$ cat src/rtl/dsp_pkg.sv
package dsp_pkg;

  localparam int INSTR_W = 16;
  localparam int RADDR_W = 4;
  localparam int OFF_W   = 8;

  typedef enum logic [3:0] {
    OP_NOP   = 4'h0,
    OP_ALU   = 4'h1,
    OP_LOAD  = 4'h2,
    OP_STORE = 4'h3,
    OP_BR    = 4'h4,
    OP_JMP   = 4'h5
  } op_e;

  typedef struct packed {
    logic               is_alu;
    logic               is_load;
    logic               is_store;
    logic               is_br;
    logic               is_jmp;
    logic               rd_wr;
    logic               rd_rd;
    logic               rs1_rd;
    logic               rs2_rd;
    logic [RADDR_W-1:0] rd;
    logic [RADDR_W-1:0] rs1;
    logic [RADDR_W-1:0] rs2;
    logic [OFF_W-1:0]   off;
  } dec_t;

endpackage

$ cat src/rtl/dsp_rst_sync.sv
module dsp_rst_sync (
  input  logic clk_i,
  input  logic rst_ni,
  output logic rst_no
);

  logic meta_q;
  logic sync_q;

  always_ff @(posedge clk_i or negedge rst_ni) begin
    if (!rst_ni) begin
      meta_q <= 1'b0;
      sync_q <= 1'b0;
    end else begin
      meta_q <= 1'b1;
      sync_q <= meta_q;
    end
  end

  assign rst_no = sync_q;

endmodule

$ cat src/rtl/dsp_decode.sv
module dsp_decode
  import dsp_pkg::*;
(
  input  logic [INSTR_W-1:0] instr_i,
  output dec_t               dec_o
);

  always_comb begin
    dec_o          = '0;
    dec_o.rd       = instr_i[11:8];
    dec_o.rs1      = instr_i[7:4];
    dec_o.rs2      = instr_i[3:0];
    dec_o.off      = instr_i[7:0];
    case (instr_i[15:12])
      OP_ALU: begin
        dec_o.is_alu = 1'b1;
        dec_o.rd_wr  = 1'b1;
        dec_o.rs1_rd = 1'b1;
        dec_o.rs2_rd = 1'b1;
      end
      OP_LOAD: begin
        dec_o.is_load = 1'b1;
        dec_o.rd_wr   = 1'b1;
        dec_o.rs1_rd  = 1'b1;
      end
      OP_STORE: begin
        dec_o.is_store = 1'b1;
        dec_o.rs1_rd   = 1'b1;
        dec_o.rs2_rd   = 1'b1;
      end
      OP_BR: begin
        dec_o.is_br = 1'b1;
        dec_o.rd_rd = 1'b1;
      end
      OP_JMP: begin
        dec_o.is_jmp = 1'b1;
      end
      default: ;
    endcase
  end

endmodule

$ cat src/rtl/dsp_lock_table.sv
module dsp_lock_table #(
  parameter int NREG = 16,
  parameter int NQ   = 3,
  localparam int AW  = $clog2(NREG)
) (
  input  logic                   clk_i,
  input  logic                   rst_ni,
  input  logic                   set_en_i,
  input  logic [AW-1:0]          set_idx_i,
  input  logic                   clr_en_i,
  input  logic [AW-1:0]          clr_idx_i,
  input  logic [NQ-1:0]          q_en_i,
  input  logic [NQ-1:0][AW-1:0]  q_idx_i,
  output logic                   hit_o,
  output logic [NREG-1:0]        lock_o
);

  logic [NREG-1:0] lock_q;
  logic [NREG-1:0] lock_d;
  logic [NREG-1:0] lock_en;

  for (genvar g = 0; g < NREG; g++) begin : g_lock
    logic set_hit;
    logic clr_hit;
    assign set_hit    = set_en_i && (set_idx_i == AW'(g));
    assign clr_hit    = clr_en_i && (clr_idx_i == AW'(g));
    assign lock_en[g] = set_hit || clr_hit;
    assign lock_d[g]  = set_hit;

    always_ff @(posedge clk_i or negedge rst_ni) begin
      if (!rst_ni) begin
        lock_q[g] <= 1'b0;
      end else if (lock_en[g]) begin
        lock_q[g] <= lock_d[g];
      end
    end
  end

  always_comb begin
    hit_o = 1'b0;
    for (int q = 0; q < NQ; q++) begin
      hit_o = hit_o | (q_en_i[q] & lock_q[q_idx_i[q]]);
    end
  end

  assign lock_o = lock_q;

endmodule

$ cat src/rtl/dsp_pc_unit.sv
module dsp_pc_unit #(
  parameter int PC_W = 8
) (
  input  logic            clk_i,
  input  logic            rst_ni,
  input  logic            stall_i,
  input  logic            redirect_i,
  input  logic [PC_W-1:0] target_i,
  output logic [PC_W-1:0] pc_o,
  output logic [PC_W-1:0] pc_q_o
);

  logic [PC_W-1:0] pc_q;
  logic [PC_W-1:0] pc_d;

  always_comb begin
    pc_o = redirect_i ? target_i : pc_q;
    pc_d = stall_i ? pc_o : (pc_o + PC_W'(1));
  end

  always_ff @(posedge clk_i or negedge rst_ni) begin
    if (!rst_ni) begin
      pc_q <= '0;
    end else begin
      pc_q <= pc_d;
    end
  end

  assign pc_q_o = pc_q;

endmodule

$ cat src/rtl/dslot_pipe_ctrl.sv
module dslot_pipe_ctrl
  import dsp_pkg::*;
#(
  parameter int PC_W = 8
) (
  input  logic                clk_i,
  input  logic                rst_ni,
  output logic [PC_W-1:0]     pc_o,
  input  logic [INSTR_W-1:0]  instr_i,
  input  logic                cond_i,
  output logic                stall_o,
  output logic                e1_valid_o,
  output logic                e2_valid_o,
  output logic                d_valid_o,
  output logic [PC_W-1:0]     e2_pc_o,
  output logic                alu_we_o,
  output logic [RADDR_W-1:0]  alu_waddr_o,
  output logic                ld_we_o,
  output logic [RADDR_W-1:0]  ld_waddr_o
);

  localparam int NREG = 1 << RADDR_W;
  localparam int NQ   = 3;

  logic rst_n;

  dsp_rst_sync u_rst (
    .clk_i  (clk_i),
    .rst_ni (rst_ni),
    .rst_no (rst_n)
  );

  // E1 stage
  logic               e1_v;
  logic [INSTR_W-1:0] e1_instr;
  logic [PC_W-1:0]    e1_pc;
  dec_t               e1_dec;

  // E2 stage
  logic               e2_v;
  logic [PC_W-1:0]    e2_pc;
  logic               e2_alu, e2_ld, e2_st, e2_br, e2_jmp;
  logic [RADDR_W-1:0] e2_rd;
  logic [OFF_W-1:0]   e2_off;

  // D stage
  logic               d_v;
  logic               d_ld;
  logic [RADDR_W-1:0] d_rd;

  logic               stall;
  logic               redirect;
  logic [PC_W-1:0]    target;
  logic [PC_W-1:0]    pc_q;
  logic               lock_hit;
  logic [NREG-1:0]    lock_q;
  logic               lock_set;
  logic               lock_clr;
  logic               e1_adv;
  logic               e2_to_d;

  dsp_decode u_dec (
    .instr_i (e1_instr),
    .dec_o   (e1_dec)
  );

  dsp_lock_table #(.NREG(NREG), .NQ(NQ)) u_lock (
    .clk_i     (clk_i),
    .rst_ni    (rst_n),
    .set_en_i  (lock_set),
    .set_idx_i (e1_dec.rd),
    .clr_en_i  (lock_clr),
    .clr_idx_i (d_rd),
    .q_en_i    ({e1_dec.rd_wr | e1_dec.rd_rd, e1_dec.rs2_rd, e1_dec.rs1_rd}),
    .q_idx_i   ({e1_dec.rd, e1_dec.rs2, e1_dec.rs1}),
    .hit_o     (lock_hit),
    .lock_o    (lock_q)
  );

  always_comb begin
    stall    = e1_v && lock_hit;
    e1_adv   = e1_v && !stall;
    lock_set = e1_adv && e1_dec.is_load;
    lock_clr = d_v && d_ld;
    redirect = e2_v && (e2_jmp || (e2_br && cond_i));
    target   = e2_pc + PC_W'(signed'(e2_off));
    e2_to_d  = e2_v && (e2_ld || e2_st);
  end

  dsp_pc_unit #(.PC_W(PC_W)) u_pc (
    .clk_i      (clk_i),
    .rst_ni     (rst_n),
    .stall_i    (stall),
    .redirect_i (redirect),
    .target_i   (target),
    .pc_o       (pc_o),
    .pc_q_o     (pc_q)
  );

  // E1 valid: set once fetch runs after reset
  always_ff @(posedge clk_i or negedge rst_n) begin
    if (!rst_n) begin
      e1_v <= 1'b0;
    end else if (!stall) begin
      e1_v <= 1'b1;
    end
  end

  // E1 payload: held on stall
  always_ff @(posedge clk_i) begin
    if (!stall) begin
      e1_instr <= instr_i;
      e1_pc    <= pc_o;
    end
  end

  // E2 valid: bubble on stall
  always_ff @(posedge clk_i or negedge rst_n) begin
    if (!rst_n) begin
      e2_v <= 1'b0;
    end else begin
      e2_v <= e1_adv;
    end
  end

  always_ff @(posedge clk_i) begin
    if (e1_adv) begin
      e2_pc  <= e1_pc;
      e2_alu <= e1_dec.is_alu;
      e2_ld  <= e1_dec.is_load;
      e2_st  <= e1_dec.is_store;
      e2_br  <= e1_dec.is_br;
      e2_jmp <= e1_dec.is_jmp;
      e2_rd  <= e1_dec.rd;
      e2_off <= e1_dec.off;
    end
  end

  // D stage: memory operations only
  always_ff @(posedge clk_i or negedge rst_n) begin
    if (!rst_n) begin
      d_v <= 1'b0;
    end else begin
      d_v <= e2_to_d;
    end
  end

  always_ff @(posedge clk_i) begin
    if (e2_to_d) begin
      d_ld <= e2_ld;
      d_rd <= e2_rd;
    end
  end

  assign stall_o     = stall;
  assign e1_valid_o  = e1_v;
  assign e2_valid_o  = e2_v;
  assign d_valid_o   = d_v;
  assign e2_pc_o     = e2_pc;
  assign alu_we_o    = e2_v && e2_alu;
  assign alu_waddr_o = e2_rd;
  assign ld_we_o     = d_v && d_ld;
  assign ld_waddr_o  = d_rd;

endmodule

$ cat config.mk
export PLATFORM = sky130hd
export DESIGN_NAME = dslot_pipe_ctrl
export DESIGN_NICKNAME = d
export VERILOG_FILES = /design/src/rtl/dsp_pkg.sv /design/src/rtl/dsp_rst_sync.sv /design/src/rtl/dsp_decode.sv /design/src/rtl/dsp_lock_table.sv /design/src/rtl/dsp_pc_unit.sv /design/src/rtl/dslot_pipe_ctrl.sv
export SDC_FILE = /design/constraint.sdc
export NUM_CORES = 1
export LEC_CHECK = 0
export BUFFER_PORTS_ARGS = -buffer_cell sky130_fd_sc_hd__buf_2
export CORE_UTILIZATION = 44
export DETAILED_ROUTE_END_ITERATION = 10
export PLACE_DENSITY = 0.66
export SLEW_MARGIN = 10
export SYNTH_ARGS = -nofsm -noshare
export SYNTH_HDL_FRONTEND = slang
export SYNTH_SLANG_ARGS = --single-unit
$ cat constraint.sdc
create_clock -name clk_i -period 2.8 [get_ports clk_i]
set_clock_uncertainty 0.15 [all_clocks]
set_input_delay 0.28 -clock clk_i [delete_from_list [all_inputs] [get_ports clk_i]]
set_output_delay 0.28 -clock clk_i [all_outputs]
set_load 0.02 [all_outputs]
# After elaboration in Yosys (flattened, before gate mapping)
# Cells that the tools add are included.
# op_classes
eq_ne	35
add_sub_neg	2
bitwise_logic	6
reduce_logical	64
n_mux	16
order_cmp	3
# op_table
operator	count
$eq 4x4->1 const B	16
$eq 4x3->1 const B	10
$logic_and 1x1->1	40
$eq 4x2->1 const B	6
$logic_or 1x1->1	18
$mux 8	2
$lt 4x5->1 const B	3
$bmux 1 s4	3
$eq 4x1->1 const B	3
$mux 1	11
$add 8x1->8 const B	1
$add 8x8->8	1
$logic_not 4->1	2
$reduce_or 2->1	2
$and 1x1->1	3
$or 1x1->1	3
$reduce_or 3->1	1
$logic_not 1->1	1
# word_totals
output_inout_bits	30
word_cells	160
regBits	83

# Depth between registers and ports, before layout
# depth
ltp_word	12
depth_mapped	9
mapped_depth_nobuf	9

# By module
# Synthesis repeated with hierarchy kept, for this count alone.
# hier_totals
cells_unflattened	305
area_unflattened_um2	3995.1
# by_module_without_submodules
module	cells_per_inst	n_inst	area_per_inst_um2	seq_area_each_um2
dslot_pipe_ctrl	109	1	2068.2	1696.6
dsp_lock_table	117	1	1162.4	400.4
dsp_pc_unit	43	1	475.5	200.2
dsp_decode	33	1	235.2	0.0
dsp_rst_sync	3	1	53.8	50.0

# Worst setup path before layout
# OpenSTA, ideal clock, no wires.
# synth_path
kind	reg-to-reg
startpoint	register e1_instr[4]
endpoint	register e2_rd[0] (netlist: alu_waddr_o[0]) (enable)
setup_ps	380
slack_ps	-480
n_path_buf	1
t_arrival_ps	2749
required_ps	2270
path_stages_with_launch	8
synth_period_minus_slack_ps	3280
cell_sequence	edfxtp_1 mux4_1 mux4_2 o211a_1 a211o_4 or2_4 buf_6 inv_1
# synth_between
elab_chain_len	8
# synth_lines
element	line	source
start: declaration	dslot_pipe_ctrl.sv:35	logic [INSTR_W-1:0] e1_instr;
start signal: assignment	dslot_pipe_ctrl.sv:112	e1_instr <= instr_i;
$bmux 1 s4	dsp_lock_table.sv:42	hit_o = hit_o | (q_en_i[q] & lock_q[q_idx_i[q]]);
$mux 1 (implied by the code)	dsp_lock_table.sv:42	
$and 1x1->1	dsp_lock_table.sv:42	
$or 1x1->1 (2 in a row)	dsp_lock_table.sv:42	
$logic_and 1x1->1	dslot_pipe_ctrl.sv:81	stall = e1_v && lock_hit;
$logic_not 1->1	--	
$logic_and 1x1->1	dslot_pipe_ctrl.sv:82	e1_adv = e1_v && !stall;
net e1_adv	dslot_pipe_ctrl.sv:59	logic e1_adv;
end signal: assignment	dslot_pipe_ctrl.sv:134	e2_rd <= e1_dec.rd;
end: declaration	dslot_pipe_ctrl.sv:43	logic [RADDR_W-1:0] e2_rd;
# The timed path passes the listed nets, and every way through them passes these cells. The select of a mux whose other input is x is not followed.
# A chain may end at the register's enable or synchronous reset.

# Final worst setup path
# layout_path
startpoint	register e1_instr[4]
endpoint	register u_lock.lock_q[9] (netlist: u_lock.lock_o[9])
# layout_between
elab_chain_len	11
# layout_lines
element	line	source
$bmux 1 s4 (*)	dsp_lock_table.sv:42	
$mux 1 (implied by the code) (*)	dsp_lock_table.sv:42	
$and 1x1->1 (*)	dsp_lock_table.sv:42	
$or 1x1->1 (*) (2 in a row)	dsp_lock_table.sv:42	
$logic_and 1x1->1 (*)	dslot_pipe_ctrl.sv:81	
$logic_not 1->1 (*)	--	
$logic_and 1x1->1 (*)	dslot_pipe_ctrl.sv:82	
$logic_and 1x1->1 (*)	dslot_pipe_ctrl.sv:83	lock_set = e1_adv && e1_dec.is_load;
$logic_and 1x1->1 (*)	dsp_lock_table.sv:25	assign set_hit = set_en_i && (set_idx_i == AW'(g));
$logic_or 1x1->1	dsp_lock_table.sv:27	assign lock_en[g] = set_hit || clr_hit;
end signal: indexed assignment	dsp_lock_table.sv:34	lock_q[g] <= lock_d[g];
end: declaration	dsp_lock_table.sv:18	logic [NREG-1:0] lock_q;
# Mark *: on every way between the ends. The rest lies on a longest branch, timed or not. The select of a mux whose other input is x is not followed.

==> impl_metrics.csv <==
group,metric,value,unit
power_and_ir_drop,power,6120,uW
cells_and_area,post-route-util,0.641,
routing,vias_per_cell,5.66,
clocking,clock_latency,350,ps
global_routing,grt-ovfl-total,0,
timing,worst_slack,-222,ps
logic_synthesis,syn_area_per_cell,14.1,um^2
clocking,cts_tree,"yes",
logic_synthesis,ys_seq_elements,83,
timing,rsz0062_at_grt,"true",
routing,drc,0,
outcome,status,"finished, violations left",
logic_synthesis,syn_area,0.00386,mm^2
floorplan,die-width,95.6,um
worst_hold_path,hp-class,"reg -> async",
logic_synthesis,ys_types,58,
timing,fin_crit,3020,ps
cells_and_area,ff_latch_area,0.00235,mm^2
cells_and_area,n_antenna_cell,0,
cells_and_area,drive_gt1_frac,0.412,
routing,vias,2805,
worst_setup_path,start_kind,"flip-flop",
power_and_ir_drop,leakage,0.00208,uW
floorplan,dieArea,0.00915,mm^2
place,dpl-instance-area,0.00443,mm^2
worst_setup_path,cpMaxStageDelayCell,"mux4_2",
worst_setup_path,reg2regPathDepth,7,
worst_setup_path,cp_cell_sequence,"mux4_2 -> mux4_2 -> o211a_1 -> a211o_4 -> buf_4 -> or4b_4 -> o21ai_2",
routing,drt_pass1_iterations,4,
routing,initialDrtViolationCount,147,
place,dp_hpwl,6460,um
worst_setup_path,end_kind,"flip-flop",
routing,wire_per_inst,19.5,um
worst_setup_path,path_class,"reg -> reg",
global_routing,grt_util_all_layers,0.224,
cells_and_area,multi_input_area,0.00173,mm^2
cells_and_area,fillers,651,
logic_synthesis,synth_flop_cell,"edfxtp_1",
cells_and_area,mostFrequentLayoutCell,"edfxtp_1",
worst_setup_path,r2r-end,"u_lock.lock_o[9]",
logic_synthesis,synth_top_area_cell,"edfxtp_1",
run,cap_violations,0,
timing,post-route-period-util,1.08,
logic_synthesis,yosysWarnings,0,
cells_and_area,nets,414,
clocking,cts_max_path_buffers,2,
global_routing,grt_pass1_wl,14600,um
worst_setup_path,cp_common_cell,"mux4_2",
cells_and_area,areaGrowthSynthToFinish,38.6,%
clocking,cts_made_buffers,9,
logic_synthesis,synth_cells,274,
cells_and_area,fin_area,0.00535,mm^2
floorplan,die_h,95.6,um
logic_synthesis,synth.area.top_cells,"edfxtp_1 42%, dfrtp_1 19%, mux4_2 4.1%",
logic_synthesis,synth.top_cell.area_share,0.420,
floorplan,fp-row-count,33,
place,dp_worst_setup_slack,-139,ps
timing,setup_violations,67,
floorplan,core_area,0.00834,mm^2
logic_synthesis,async_flop_share,0.349,
place,port-buffer-count,48,
floorplan,pin_count,49,
timing,fmax,331,MHz
power_and_ir_drop,ir_drop,429,uV
place,gp_congestion,0.905,
routing,drt-total-wl,9660,um
clocking,clock-sinks,83,
outcome,violations,"negative setup slack",
worst_setup_path,cp_max_fo,5,
worst_setup_path,cp_slowest_stage_delay,550,ps
worst_setup_path,reg2reg_slack,-220,ps
worst_setup_path,cp.required,2920,ps
timing,relSlewSlack,0.540,
worst_setup_path,reg2reg_from,"e1_instr[4]",
global_routing,grt_max_degree,28,
clocking,cts_root_buf,"clkbuf_8",
clocking,clk_pin_slew_worst_paths,90,ps
timing,drv_slew,0,
routing,detail-route-antenna-nets,0,
logic_synthesis,synth_edf_count,54,
timing,hold_violations,0,
worst_setup_path,arrival,3140,ps
clocking,htree_levels,3,
timing,worst_pin_slew,689,ps
cells_and_area,final_cell_mix,"54 x edfxtp_1, 45 x buf_2, 29 x dfrtp_1, 29 x buf_4, 17 x dlygate4sd3_1",
power_and_ir_drop,powerDensity,1140,mW/mm^2
floorplan,initial_core_util,0.463,
global_routing,grt_pass1_vias,2829,
global_routing,grt_antenna_before_repair,0,
logic_synthesis,seq_area_frac_synth,0.608,
## power breakdown
| part | internal (uW) | switching [uW] | leakage (uW) |
|---|---|---|---|
| Sequential | 1860 | 346 | 0.000856 |
| Clock | 504 | 430 | 0.000105 |
| Combinational | 1480 | 1500 | 0.00112 |
## worst max-delay path, delay by kind of cell (launching register included)
kind	cells	cell delay, ps
and+or+nand+nor	1	530
DFF	1	510
AOI/OAI and AO/OA	3	580
buffers and inverters	1	150
muxes	2	1030
## per-stage QoR
step | std cells | hold WS (ps) | setup TNS [ps]
final | 496 | 87.4 | -8700
after global routing | 496 | 88.8 | -18130
after CTS | 493 | 75.2 | -10800
after detailed placement | 444 | -81.4 | -3850
after global placement | 444 | -85.1 | -1360
after floorplan | 275 | -166 | -5710
## state kept, by name, indices dropped and copies added, names as in the netlist, 4 cells and up
| register | flops |
|---|---|
| e2_pc_o | 8 |
| u_pc.pc_q_o | 8 |
| ld_waddr_o | 4 |
| e1_pc | 8 |
| alu_waddr_o | 4 |
| e1_instr | 16 |
| e2_off | 8 |
| u_lock.lock_o | 16 |
## logic make-up (layout without fill, tap and decap cells)
group,after synthesis,count (layout),share of synthesized area
xor gates and xnor gates,10,10,0.0227
DFF,83,83,0.608
buffers and inverters,19,135,0.0204
muxes,22,22,0.0982
AOI/OAI and AO/OA,71,71,0.134
and+or+nand+nor,59,59,0.0846
other,1,2,0.000972
adders and majority gates,9,9,0.0311
## how the worst max path moves through the flow
| stage | from | to |
|---|---|---|
| 4_1_cts | e1_instr[4] | stall_o |
| 2_1_floorplan | e1_instr[4] | alu_waddr_o[0] |
| 5_1_grt | e1_instr[4] | stall_o |
| 3_3_place_gp | e1_instr[4] | alu_waddr_o[1] |
| 6_report | e1_instr[4] | u_lock.lock_o[9] |
| 3_5_place_dp | e1_instr[4] | u_lock.lock_o[4] |
## final cells by class
class                   count  share of cell area
repair buffers            108               0.164
flip-flops and latches     83               0.439
inverters                  11             0.00842
multi-input cells         173               0.323
well taps                 105              0.0246
clock inverters             6              0.0166
clock buffers              10              0.0239
## cells in the mapped netlist, types with 5 or more instances
master	count
edfxtp_1	54
dfrtp_1	29
o21ai_0	18
nand2_1	13
inv_1	11
nor2_1	11
ha_1	8
o31ai_1	8
mux4_2	7
xor2_1	7
a211oi_1	6
clkbuf_1	6
mux2i_1	6
mux2_2	5
nor2b_1	5
## routing by layer
layer	track usage	share of wire	vias to the layer above
met1	0.283	0.42	1383
met4	0.0871	0.018	0
met5	0	0	-
li1	-	-	1294
met3	0.0534	0.059	14
met2	0.373	0.51	114
## timing repair
action                     CTS  global route
setup endpoints to repair   64            80
gates cloned                 2             1
pin swaps                   18            14
buffers inserted            14             8
resized for setup           47            33
hold endpoints to repair    18             0
hold buffers                17             0
No activity file was read; power rests on OpenSTA's default activity.
